**src/rtl/burst_seq_pkg.sv**
```systemverilog
package burst_seq_pkg;
  // order_sel encoding: 0 = linear wrap, 1 = interleaved XOR
  typedef enum logic {
    ORD_LINEAR = 1'b0,
    ORD_XOR    = 1'b1
  } burst_order_e;

  typedef struct packed {
    logic load;
    logic step;
  } seq_cmd_t;
endpackage

```
**src/rtl/bs_ctrl.sv**
```systemverilog
module bs_ctrl
  import burst_seq_pkg::*;
(
  input  logic     strobe_cpu_n,
  input  logic     strobe_ctl_n,
  input  logic     adv_n,
  input  logic     ce,
  input  logic     ce_n,
  output seq_cmd_t cmd
);
  logic any_strobe;
  logic selected;

  always_comb begin
    any_strobe = ~strobe_cpu_n | ~strobe_ctl_n;
    selected   = ce & ~ce_n;
    // a strobe wins over advance; a deselected strobe is a no-op cycle
    cmd.load   = any_strobe & selected;
    cmd.step   = ~any_strobe & ~adv_n;
  end
endmodule

```
**src/rtl/bs_hi_reg.sv**
```systemverilog
module bs_hi_reg #(
  parameter int HI_W = 17
) (
  input  logic            clk,
  input  logic            rst,
  input  logic            load,
  input  logic [HI_W-1:0] hi_in,
  output logic [HI_W-1:0] hi_q
);
  always_ff @(posedge clk) begin
    if (rst)       hi_q <= '0;
    else if (load) hi_q <= hi_in;
  end
endmodule

```
**src/rtl/bs_counter.sv**
```systemverilog
module bs_counter
  import burst_seq_pkg::*;
#(
  parameter int LO_W = 2
) (
  input  logic            clk,
  input  logic            rst,
  input  logic            load,
  input  logic            step,
  input  logic [LO_W-1:0] preset,
  input  burst_order_e    order,
  output logic [LO_W-1:0] offs_q
);
  logic [LO_W-1:0] start_q;
  logic [LO_W-1:0] cnt_q;
  logic [LO_W-1:0] cnt_inc;
  logic [LO_W-1:0] offs_step;

  always_comb begin
    cnt_inc = cnt_q + 1'b1;
    if (order == ORD_XOR) offs_step = start_q ^ cnt_inc;
    else                  offs_step = start_q + cnt_inc;
  end

  always_ff @(posedge clk) begin
    if (rst) begin
      start_q <= '0;
      cnt_q   <= '0;
      offs_q  <= '0;
    end else if (load) begin
      start_q <= preset;
      cnt_q   <= '0;
      offs_q  <= preset;
    end else if (step) begin
      cnt_q   <= cnt_inc;
      offs_q  <= offs_step;
    end
  end
endmodule

```
**src/rtl/burst_addr_seq.sv**
```systemverilog
module burst_addr_seq
  import burst_seq_pkg::*;
#(
  parameter int HI_W = 17,
  parameter int LO_W = 2
) (
  input  logic                 clk,
  input  logic                 rst,
  input  logic [HI_W-1:0]      hi_addr,
  input  logic [LO_W-1:0]      lo_addr,
  input  logic                 strobe_cpu_n,
  input  logic                 strobe_ctl_n,
  input  logic                 adv_n,
  input  logic                 ce,
  input  logic                 ce_n,
  input  logic                 order_sel,
  output logic [HI_W+LO_W-1:0] word_addr
);
  localparam int AW = HI_W + LO_W;

  seq_cmd_t        cmd;
  logic [HI_W-1:0] hi_q;
  logic [LO_W-1:0] offs_q;
  burst_order_e    order;

  assign order = burst_order_e'(order_sel);

  bs_ctrl u_ctrl (
    .strobe_cpu_n (strobe_cpu_n),
    .strobe_ctl_n (strobe_ctl_n),
    .adv_n        (adv_n),
    .ce           (ce),
    .ce_n         (ce_n),
    .cmd          (cmd)
  );

  bs_hi_reg #(.HI_W(HI_W)) u_hi (
    .clk   (clk),
    .rst   (rst),
    .load  (cmd.load),
    .hi_in (hi_addr),
    .hi_q  (hi_q)
  );

  bs_counter #(.LO_W(LO_W)) u_cnt (
    .clk    (clk),
    .rst    (rst),
    .load   (cmd.load),
    .step   (cmd.step),
    .preset (lo_addr),
    .order  (order),
    .offs_q (offs_q)
  );

  assign word_addr = AW'({hi_q, offs_q});
endmodule

```
**config.mk**
```make
export PLATFORM = sky130hd
export DESIGN_NAME = burst_addr_seq
export DESIGN_NICKNAME = d
export VERILOG_FILES = /design/src/rtl/burst_seq_pkg.sv /design/src/rtl/bs_ctrl.sv /design/src/rtl/bs_hi_reg.sv /design/src/rtl/bs_counter.sv /design/src/rtl/burst_addr_seq.sv
export SDC_FILE = /design/constraint.sdc
export NUM_CORES = 1
export LEC_CHECK = 0
export BUFFER_PORTS_ARGS = -buffer_cell sky130_fd_sc_hd__buf_2
export CAP_MARGIN = 20
export CORE_MARGIN = 2
export CORE_UTILIZATION = 46
export DETAILED_ROUTE_END_ITERATION = 6
export PLACE_DENSITY = 0.78
export SYNTH_ARGS = -nofsm -noshare
export SYNTH_HDL_FRONTEND = slang
export SYNTH_SLANG_ARGS = --single-unit
```
**constraint.sdc**
```tcl
create_clock -name clk -period 1.7 [get_ports clk]
set_clock_uncertainty 0.05 [all_clocks]
set_input_delay 0.17 -clock clk [delete_from_list [all_inputs] [get_ports clk]]
set_output_delay 0.17 -clock clk [all_outputs]
set_load 0.01 [all_outputs]
```
==> impl_results.md <==
* Status: completed
* Worst setup path class: flip-flop to flip-flop
* Detail Route Antenna Nets at 0
* Fmax at 685 MHz
* RSZ-0062 raised after global routing: false
* Rel. slew slack at roughly 65%
* Proportion of synthesized flip-flops having asynchronous set or reset at 0%
* Die Ht at 52.1 um
* Clock root buffer: clkbuf_4
* Initial antenna violation count at 0
* P&R area growth vs syn at 23.5%
* Post-Place Cell Area at between 1000 and 1500 um2
* Total track usage at 20.9%
* Ys flop type: dfxtp_1
* IO Count at 46
* Resized cells post-CTS at 0
* Std-Cell Rows at 17
* Final setup vio count at 0
* Routed vias/inst at about 5.9
* Clk_lat worst skew at 0.31 ns
* Synth area leaders: dfxtp_1 43%, o2111ai_1 16%, o21ai_0 9.4%
* CP max FO at 4
* Critical Path AT at 1.64 ns
* Global route overflow at 0
* Count leader, synth: dfxtp_1
* Post-synth EDFFs at 0
* Global-route wire length before repair at around 4.2 mm
* Critical R2R Capture: u_cnt.offs_q[1]
* Start point of the critical path: u_cnt.cnt_q[0]
* Worst-path clk slew at 0.12 ns
* Initial drt markers at 19
* CP Data Required Time at 1.88 ns
* Post-synthesis average cell area at 9.25 um2
* Clock Tree Buf Depth at 2
* WL/cell at 15.1 um
* Sequential share of the synthesized area at 43.3%
* Slew @ Worst Pin at 0.517 ns
* Post-Syn Area at 1060 um2
* Top cells by count, synth: 23 x dfxtp_1, 20 x o2111ai_1, 20 x o21ai_0
* Htree depth at 1
* Synth Instances at 115
* Leakage Power at 0.559 nW
* PD cells at between 700 and 800 nW/um2
* RD Place Congestion at between 0.8 and 0.9
* Final worst-path cycle share at 85.9%
* Number of max-cap violations at 0
* Layout cells sized above 1 at a little over a third
* Critical Path Sink: u_cnt.offs_q[1]
* PortBufs at 45
* Hold_sp: hi_addr[1]
* Final instance area at about 1300 um2
* Sink Count at 23
* Die area at 2710 um2
* Minimum clock period at 1.46 ns
* Synth area leader: dfxtp_1
* Final hold violations at 0
* Final cell count without fillers at 183
* Postcts setup bufs at 0
* Vias in the first global route at approximately 960
* Worst vdd ir at between 0.4 and 0.5 mV
* CTS tree: built
* Starting Density at 48.5%
* Cts hold-fix bufs at 0
* Worst setup SP type: flip-flop
* Placed insts at approximately 180
* Max Slew Vio Count at 0
* Syn nets at 143
* Ant. Diodes at 0
* R2R depth at 5
* Setup tns final at 0 ns
* Ys Warns at 0
* Die X at between 50 and 60 um
* DR vias at 1081
* Largest net degree at the start of global routing at 25
* Pre-CTS setup slack at 0.244 ns
* CTS Buf Count at 3
* R2R Setup Slk at 0.24 ns
* Synth Register Bits at 23
* Cell variety after synth at 28
* Nature of the critical path endpoint: flip-flop
* DR DRC count at 0
* Hpwl dp at 1.80 mm
* Total iterations of the first detailed-routing run at 4
* Setup ws final at between 0.2 and 0.25 ns
* FF-to-FF Start: u_cnt.cnt_q[0]
* Core Region at 2190 um2
* Final nets at about 180
* Hold Path Class: input pin to flip-flop
* Final wirelength at around 2.8 mm
* Area fraction of the dominant cell type after synthesis at 43.3%
-- worst min-delay path by stage --
| stage | slack [ns] | depth (start not counted) | to |
|---|---|---|---|
| 2_1_floorplan | 0.20 | 1 | u_cnt.cnt_q[1] |
| 3_3_place_gp | 0.41 | 2 | u_hi.hi_q[12] |
| 3_5_place_dp | 0.41 | 2 | u_hi.hi_q[16] |
| 4_1_cts | 0.08 | 3 | u_hi.hi_q[1] |
| 5_1_grt | 0.08 | 3 | u_hi.hi_q[0] |
| 6_report | 0.09 | 3 | u_hi.hi_q[1] |
-- cell families after synthesis --
group                      count (synthesis)  synth area share, %
muxes                                      1                 1.06
AOI/OAI and AO/OA                         62                 37.3
buffers and inverters                     16                 6.59
and+or+nand+nor                            9                 6.82
DFF                                       23                 43.3
adders and majority gates                  1                 1.18
xor gates and xnor gates                   3                 3.76
-- flip-flops by register name (all words and copies together), names as in the netlist --
register / cells
u_hi.hi_q: 17
u_cnt.cnt_q: 2
u_cnt.start_q: 2
u_cnt.offs_q: 2
-- per-stage QoR --
step	hold WS [ns]	utilization (%)	power, W
2_1_floorplan	0.198	-	0.000685
3_3_place_gp	0.408	58.8	0.000752
3_5_place_dp	0.414	58.8	0.000757
4_1_cts	0.0777	60.0	0.00101
5_1_grt	0.0775	60.0	0.00105
6_report	0.0879	60.0	0.00100
-- report_power, final --
group | switching [W] | internal, W | total (W)
sequential | 0.0000108 | 0.000563 | 0.000574
clock | 0.000162 | 0.0000917 | 0.000254
combinational | 0.000101 | 0.0000717 | 0.000173
-- worst max-delay path, cell delays in order, from the launching register on --
cell	delay, ns
dfxtp_1	0.36
inv_1	0.09
ha_1	0.19
nor2b_1	0.14
xnor3_1	0.33
o311ai_1	0.22
-- per-layer routing --
| layer | global-route usage (%) | part of all wire (%) | vias up |
|---|---|---|---|
| met1 | 25.9 | 44 | 517 |
| met4 | 7.89 | 1.3 | 0 |
| li1 | - | - | 532 |
| met2 | 35.4 | 49 | 28 |
| met5 | 0 | 0 | - |
| met3 | 4.31 | 5.9 | 4 |
-- final cells by class --
| class | count | area [um2] |
|---|---|---|
| tap | 28 | 35.0 |
| inverter | 5 | 18.8 |
| clock buffer | 4 | 26.3 |
| sequential | 23 | 460 |
| fill | 200 | 877 |
| multi-input combinational | 76 | 533 |
| timing repair buffer | 47 | 240 |
-- cells in the final DEF (no fill, tap or decap), drive strengths merged, types with 2 or more instances in the layout --
| cell type | count |
|---|---|
| clkbuf | 4 |
| buf | 47 |
| dfxtp | 23 |
| or3 | 2 |
| clkinv | 2 |
| a21oi | 19 |
| o2111ai | 20 |
| inv | 3 |
| o21ai | 20 |
Note: power is estimated with default switching activity, not from simulation.
